### config.mk
export PLATFORM = sky130hd
export DESIGN_NAME = irq_status_bank
export DESIGN_NICKNAME = d
export VERILOG_FILES = /design/src/rtl/irq_bank_pkg.sv /design/src/rtl/irq_pin_edge.sv /design/src/rtl/irq_w1c_bank.sv /design/src/rtl/irq_mask_reg.sv /design/src/rtl/irq_status_bank.sv
export SDC_FILE = /design/constraint.sdc
export NUM_CORES = 1
export LEC_CHECK = 0
export ABC_AREA = 0
export ABC_CLOCK_PERIOD_IN_PS = 2000
export BUFFER_PORTS_ARGS = -buffer_cell sky130_fd_sc_hd__buf_4
export CAP_MARGIN = 20
export CORE_MARGIN = 2
export CORE_UTILIZATION = 45
export CTS_BUF_LIST = sky130_fd_sc_hd__clkbuf_16
export CTS_CLUSTER_DIAMETER = 120
export DETAILED_ROUTE_END_ITERATION = 7
export GPL_ROUTABILITY_DRIVEN = 1
export PLACE_DENSITY = 0.77
export SETUP_SLACK_MARGIN = 0.1
export SLEW_MARGIN = 20
export SYNTH_ARGS = -nofsm -noshare
export SYNTH_HDL_FRONTEND = slang
export SYNTH_SLANG_ARGS = --single-unit
### constraint.sdc
create_clock -name clk -period 2 [get_ports clk]
set_input_delay 0.4 -clock clk [delete_from_list [all_inputs] [get_ports clk]]
set_output_delay 0.4 -clock clk [all_outputs]
set_load 0.01 [all_outputs]
### src/rtl/irq_bank_pkg.sv
package irq_bank_pkg;
   localparam int unsigned IRQ_NSRC = 4;
   localparam int unsigned IRQ_BIT_TXUNF = 0;
   localparam int unsigned IRQ_BIT_TXOVF = 1;
   localparam int unsigned IRQ_BIT_RUNLEN = 2;
   localparam int unsigned IRQ_BIT_PIN = 3;
   localparam logic [IRQ_NSRC-1:0] IRQ_STAT_RST = 4'b0100;

   typedef enum logic [1:0] {
      EDGE_OFF  = 2'b00,
      EDGE_RISE = 2'b01,
      EDGE_FALL = 2'b10,
      EDGE_BOTH = 2'b11
   } edge_sel_e;
endpackage

### src/rtl/irq_pin_edge.sv
module irq_pin_edge
   import irq_bank_pkg::*;
#(
   parameter int unsigned SYNC_STAGES = 2
) (
   input  logic       clk,
   input  logic       rst_n,
   input  logic       pin_in,
   input  logic [1:0] sel,
   output logic       evt
);
   localparam int unsigned CHAIN_W = SYNC_STAGES + 1;

   generate
      if (SYNC_STAGES < 2) begin : g_bad_sync
         $error("irq_pin_edge: SYNC_STAGES must be at least 2");
      end
   endgenerate

   logic [CHAIN_W-1:0] chain_q;
   logic               cur_lvl;
   logic               old_lvl;
   logic               rise;
   logic               fall;
   edge_sel_e          mode;

   always_ff @(posedge clk or negedge rst_n) begin
      if (!rst_n) begin
         chain_q <= '0;
      end else begin
         chain_q <= {chain_q[CHAIN_W-2:0], pin_in};
      end
   end

   assign cur_lvl = chain_q[SYNC_STAGES-1];
   assign old_lvl = chain_q[SYNC_STAGES];
   assign rise    = cur_lvl & ~old_lvl;
   assign fall    = ~cur_lvl & old_lvl;
   assign mode    = edge_sel_e'(sel);

   always_comb begin
      unique case (mode)
         EDGE_OFF:  evt = 1'b0;
         EDGE_RISE: evt = rise;
         EDGE_FALL: evt = fall;
         EDGE_BOTH: evt = rise | fall;
         default:   evt = 1'b0;
      endcase
   end
endmodule

### src/rtl/irq_w1c_bank.sv
module irq_w1c_bank #(
   parameter int unsigned NBITS = 4,
   parameter logic [NBITS-1:0] RST_VAL = '0
) (
   input  logic             clk,
   input  logic             rst_n,
   input  logic [NBITS-1:0] set_i,
   input  logic [NBITS-1:0] clr_i,
   output logic [NBITS-1:0] q
);
   generate
      for (genvar b = 0; b < NBITS; b++) begin : g_bit
         always_ff @(posedge clk or negedge rst_n) begin
            if (!rst_n) begin
               q[b] <= RST_VAL[b];
            end else if (set_i[b]) begin
               q[b] <= 1'b1;
            end else if (clr_i[b]) begin
               q[b] <= 1'b0;
            end
         end
      end
   endgenerate
endmodule

### src/rtl/irq_mask_reg.sv
module irq_mask_reg #(
   parameter int unsigned NBITS = 4
) (
   input  logic             clk,
   input  logic             rst_n,
   input  logic             we,
   input  logic [NBITS-1:0] wdata,
   output logic [NBITS-1:0] q
);
   always_ff @(posedge clk or negedge rst_n) begin
      if (!rst_n) begin
         q <= '0;
      end else if (we) begin
         q <= wdata;
      end
   end
endmodule

### src/rtl/irq_status_bank.sv
module irq_status_bank
   import irq_bank_pkg::*;
#(
   parameter int unsigned ADDR_W      = 8,
   parameter int unsigned DATA_W      = 8,
   parameter logic [7:0]  STAT_INDEX  = 8'h0B,
   parameter logic [7:0]  MASK_INDEX  = 8'h0C,
   parameter int unsigned SYNC_STAGES = 2
) (
   input  logic              clk,
   input  logic              rst_n,
   input  logic [ADDR_W-1:0] cfg_addr,
   input  logic              cfg_wr,
   input  logic [DATA_W-1:0] cfg_wdata,
   output logic [DATA_W-1:0] cfg_rd_data,
   input  logic              pin_in,
   input  logic [1:0]        pin_sel,
   input  logic              ev_runlen,
   input  logic              ev_txovf,
   input  logic              ev_txunf,
   output logic              more_irq
);
   localparam int unsigned NSRC = IRQ_NSRC;

   generate
      if (DATA_W < NSRC) begin : g_bad_width
         $error("irq_status_bank: DATA_W narrower than the source count");
      end
      if (ADDR_W < 4) begin : g_bad_addr
         $error("irq_status_bank: ADDR_W too small for the register indices");
      end
   endgenerate

   logic            hit_stat;
   logic            hit_mask;
   logic            pin_evt;
   logic [NSRC-1:0] set_vec;
   logic [NSRC-1:0] clr_vec;
   logic [NSRC-1:0] stat_q;
   logic [NSRC-1:0] mask_q;
   logic [NSRC-1:0] wr_low;

   assign hit_stat = (cfg_addr == ADDR_W'(STAT_INDEX));
   assign hit_mask = (cfg_addr == ADDR_W'(MASK_INDEX));
   assign wr_low   = cfg_wdata[NSRC-1:0];

   irq_pin_edge #(
      .SYNC_STAGES(SYNC_STAGES)
   ) u_pin (
      .clk    (clk),
      .rst_n  (rst_n),
      .pin_in (pin_in),
      .sel    (pin_sel),
      .evt    (pin_evt)
   );

   always_comb begin
      set_vec                 = '0;
      set_vec[IRQ_BIT_PIN]    = pin_evt;
      set_vec[IRQ_BIT_RUNLEN] = ev_runlen;
      set_vec[IRQ_BIT_TXOVF]  = ev_txovf;
      set_vec[IRQ_BIT_TXUNF]  = ev_txunf;
   end

   assign clr_vec = (cfg_wr && hit_stat) ? wr_low : '0;

   irq_w1c_bank #(
      .NBITS   (NSRC),
      .RST_VAL (IRQ_STAT_RST)
   ) u_stat (
      .clk   (clk),
      .rst_n (rst_n),
      .set_i (set_vec),
      .clr_i (clr_vec),
      .q     (stat_q)
   );

   irq_mask_reg #(
      .NBITS (NSRC)
   ) u_mask (
      .clk   (clk),
      .rst_n (rst_n),
      .we    (cfg_wr && hit_mask),
      .wdata (wr_low),
      .q     (mask_q)
   );

   assign more_irq = |(stat_q & mask_q);

   generate
      if (DATA_W > NSRC) begin : g_pad
         logic unused_hi;
         assign unused_hi = ^cfg_wdata[DATA_W-1:NSRC];
         always_comb begin
            if (hit_stat) begin
               cfg_rd_data = {{(DATA_W-NSRC){1'b0}}, stat_q};
            end else if (hit_mask) begin
               cfg_rd_data = {{(DATA_W-NSRC){1'b0}}, mask_q};
            end else begin
               cfg_rd_data = '0;
            end
         end
      end else begin : g_nopad
         always_comb begin
            if (hit_stat) begin
               cfg_rd_data = stat_q;
            end else if (hit_mask) begin
               cfg_rd_data = mask_q;
            end else begin
               cfg_rd_data = '0;
            end
         end
      end
   endgenerate
endmodule

# == Word-level counts from Yosys, hierarchy flattened ==
# Cells that the tools add are included.
# word_totals
register_bits,11
latch_bits,0
ram_bits,0
rom_bits,0
in_bits,25
output_inout_bits,9
elab_cells,37
memories,0
# classes
addsub,0
multipliers,0
div,0
magnitude_cmp,0
n_eq_ne,5
n_shift,0
mux,12
bitwise,6
reduce_logical,8
# op_table
op,count
equality test 8 x 4 -> 1 bit (second input constant),2
2-to-1 mux 4 bit,3
2-to-1 mux 1 bit,8
nonzero test 2 bit,4
bitwise AND 4 bit,1
equality test 2 bit (second input constant),2
one-hot mux 1 bit (4 select lines),1
OR reduction 4 bit,1
bitwise AND 1 bit,2
equality test 2 x 1 -> 1 bit (second input constant),1
logical AND 1 bit,2
logical NOT 2 bit,1
NOT 1 bit,2
OR 1 bit,1

# == Logic depth before layout (Yosys ltp) ==
# depth
word_depth,5
mapped_depth,5
mapped_depth_nobuf,5

# == Modules after synthesis ==
# From an unflattened synthesis, not the netlist that was laid out.
# hier_totals
hier_cells,58
area_unflattened_um2,600.6
# by_module_without_submodules
mod,n_inst,cells_per_inst,area_each_um2,seq_area_each_um2
irq_status_bank,1,26,175.2,0.0
irq_w1c_bank,1,12,146.4,101.3
irq_mask_reg,1,8,145.1,100.1
irq_pin_edge,1,12,133.9,75.1

# == Worst setup path after synthesis ==
# Ideal clock, no wire load.
# synth_timing
kind,input-to-output
from,input cfg_addr[7]
to,output cfg_rd_data[0]
arrival_ns,1.119
required_ns,1.600
setup_slack_ns,0.481
cell_stages,3
path_buffers,0
path_cell_list,nor4_4 nand2_1 nor2_1
# synth_via
elab_chain_len,3
elab_cells_between_ends,4
cone_classes,eq/ne (2); mux (2)
# synth_lines
item,line,rtl
"start, declared",irq_status_bank.sv:12,"input logic [ADDR_W-1:0] cfg_addr,"
equality test 8 x 4 -> 1 bit,irq_status_bank.sv:44,assign hit_mask = (cfg_addr == ADDR_W'(MASK_INDEX));
2-to-1 mux 4 bit,irq_status_bank.sv:97,end else if (hit_mask) begin
2-to-1 mux 4 bit (*),irq_status_bank.sv:95,if (hit_stat) begin
"end, declared",irq_status_bank.sv:15,"output logic [DATA_W-1:0] cfg_rd_data,"
# Mark *: on every way between the ends. The rest lies on a longest branch, timed or not.

# == Final worst setup path ==
# layout_timing
from,input cfg_addr[2]
to,output cfg_rd_data[0]
# Same word-level chain as after synthesis.

==> out/metrics.cfg <==
[run_status]
status = completed

[timing]
final_max_slew_viol_count = 0
finalHoldViolCount = 0
rsz0062_at_grt = false
setup_viol = 0
final.period_utilization = 0.823
fmax_mhz = 608
fin_crit_ns = 1.65
finClkSkew_ns = 0.0000474
tns_ns = 0

[clock_network]
clock-sinks = 11
root_buffer = clkbuf_16
clk_pin_slew_ns = 0.04
cts-buffers-inserted = 3
cts_tree = done
cts_resized = 0
clock_latency_ns = 0.23
cts-hold-fix-buffers = 1
post_cts_buffers = 0
clockBufferDepth = 2
h-tree-depth = 1

[die]
ioPinCount = 34
die-area_um2 = 1680
dieHeight_um = 41.0
num_rows = 13
start_util = 0.480
core_area_um2 = 1280
die_x_um = 41.0

[setup_path]
rrSetupSlack_ns = 0.78
path_cells = buf_4 -> and3b_1 -> a22oi_1 -> nor2_1 -> buf_4
cp-end-kind = primary output
max_stage_delay_ns = 0.36
critPathMaxFanout = 8
worst_path_most_repeated_cell = buf_4
worstSetupPathType = primary input to primary output
cp.arrival_ns = 1.25
rr_worst_depth = 5
reg2reg_to = u_stat.q[3]$_DFFE_PN0P_
critPathRequiredTime_ns = 1.60
startpoint_type = primary input
cp-startpoint = cfg_addr[2]
cp_slowest_cell = and3b_1
r2r-start = u_pin.chain_q[1]$_DFF_PN0_

[route]
vias_per_cell = 5.03
drt_first_iter_violations = 4
antenna_left = 0
wl_um = 1170
drc_errors = 0
wl_per_cell_um = 11.6
first_pass_iters = 4
vias = 508

[global_routing]
antenna_found_initial = 0
grt_util_all_layers = 0.151
grt_overflow = 0
grt_pass1_wl_um = 1630
grt_max_degree = 12
grt_pass1_vias = 422

[layout]
design_area_um2 = 898
syn2layout_area_growth_pct = 45.6
nets = 114
num_antenna_cells = 0
drive_above_1_share = 0.442
fill_cells = 113

[run]
max-cap-violations = 0

[synthesis]
synth.top_cell.area_share = 0.406
avgSynthCellArea_um2 = 10.8
ys_seq_elements = 11
synth_cell_type_count = 20
synth-seq-area-share = 0.448
syn_area_um2 = 617
synth_top_area_cell = dfrtp_1
synth.area.top_cells = dfrtp_1, a22oi_1, mux2_2
netlist_instances = 57
ys_warn_count = 0

[placed_design]
dpl.hpwl_um = 959
gp_congestion = 0.700
placed_cell_area_um2 = 808
io_buffers = 25

[hold_path]
worstHoldEndpoint = u_pin.chain_q[0]$_DFF_PN0_
min_path_cells = 1
min-delay-start = pin_in
min-delay-path-class = primary input to flip-flop

[power_and_ir_drop]
p_per_area_nw_per_um2 = 746
p_total_w = 0.000670
vdd_drop_max_mv = 0.607
leakagePower_nw = 0.441

==> per-layer routing <==
layer / track usage / up-vias / wire length, um
met1: 0.199 / 233 / 500
met3: 0.0217 / 0 / 99
li1: - / 255 / -
met5: 0 / - / 0
met4: 0.100 / 0 / 0
met2: 0.227 / 20 / 567
==> layout by cell type, fill, tap and decap left out, types with 3 or more instances in the layout <==
cell type / synthesis / layout
clkbuf_16: 0 / 3
nand2_1: 4 / 4
conb_1: 1 / 4
nor2_1: 5 / 5
dfrtp_1: 10 / 10
a21o_1: 3 / 3
and2_1: 4 / 4
nand4_1: 4 / 4
mux2_2: 4 / 4
buf_4: 4 / 26
a22oi_1: 6 / 6
==> report_power, final <==
group	switching [W]	internal, W
sequential	0.00000478	0.000231
clock	0.0000905	0.000264
combinational	0.0000345	0.0000460
total	0.000130	0.000541
==> flip-flops by register name, summed over array words and instances, names as in the netlist <==
signal         count
u_pin.chain_q      3
u_stat.q           4
u_mask.q           4
==> synth_stat cells, drive strengths merged <==
library cell  instances
nor2                  5
and3b                 1
a22oi                 6
o211a                 1
nor4                  1
dfstp                 1
a21o                  3
mux2                  4
dfrtp                10
nand2                 4
inv                   2
nor3b                 1
a211o                 1
and2                  4
buf                   4
clkbuf                1
nand4                 5
ha                    2
conb                  1
==> kinds of logic (layout without fill, tap and decap cells) <==
kind of cell | Yosys count | count (layout) | share of synthesized area
flip-flops | 11 | 11 | 0.448
buffers and inverters | 7 | 33 | 0.0669
other | 1 | 4 | 0.00608
multiplexers | 4 | 4 | 0.0730
AO/OA/AOI/OAI | 11 | 11 | 0.140
AND/OR/NAND/NOR | 21 | 21 | 0.225
adder cells (fa/ha/maj) | 2 | 2 | 0.0406
==> through the flow <==
step	utilization	worst slack (ns)	hold WS, ns	cells
final	0.699	0.355	0.271	101
after global routing	0.699	0.248	0.262	101
after CTS	0.699	0.352	0.268	101
after detailed placement	0.629	0.358	0.238	96
after global placement	0.629	0.364	0.237	96
after floorplan	-	0.481	0.104	60
==> worst max-delay path by stage <==
stage               cells after the start        endpoint
CTS                                     5  cfg_rd_data[0]
finish                                  5  cfg_rd_data[0]
global placement                        5  cfg_rd_data[0]
floorplan                               3  cfg_rd_data[0]
detailed placement                      5  cfg_rd_data[0]
global route                            5  cfg_rd_data[0]
==> final cells by class <==
cell class / instances / area [um^2] / share of cell area
clock inverters: 1 / 5.00 / 0.00557
inverters: 2 / 7.51 / 0.00836
repair buffers: 27 / 205 / 0.228
clock buffers: 3 / 75.1 / 0.0836
flip-flops and latches: 11 / 277 / 0.308
multi-input cells: 42 / 310 / 0.345
well taps: 15 / 18.8 / 0.0209
==> critical path: cells and delay by family <==
kind | cells | cell delay, ns
buffers and inverters | 2 | 0.24
and+or+nand+nor | 2 | 0.47
AOI/OAI and AO/OA | 1 | 0.14
Note: power is estimated with default switching activity, not from simulation.
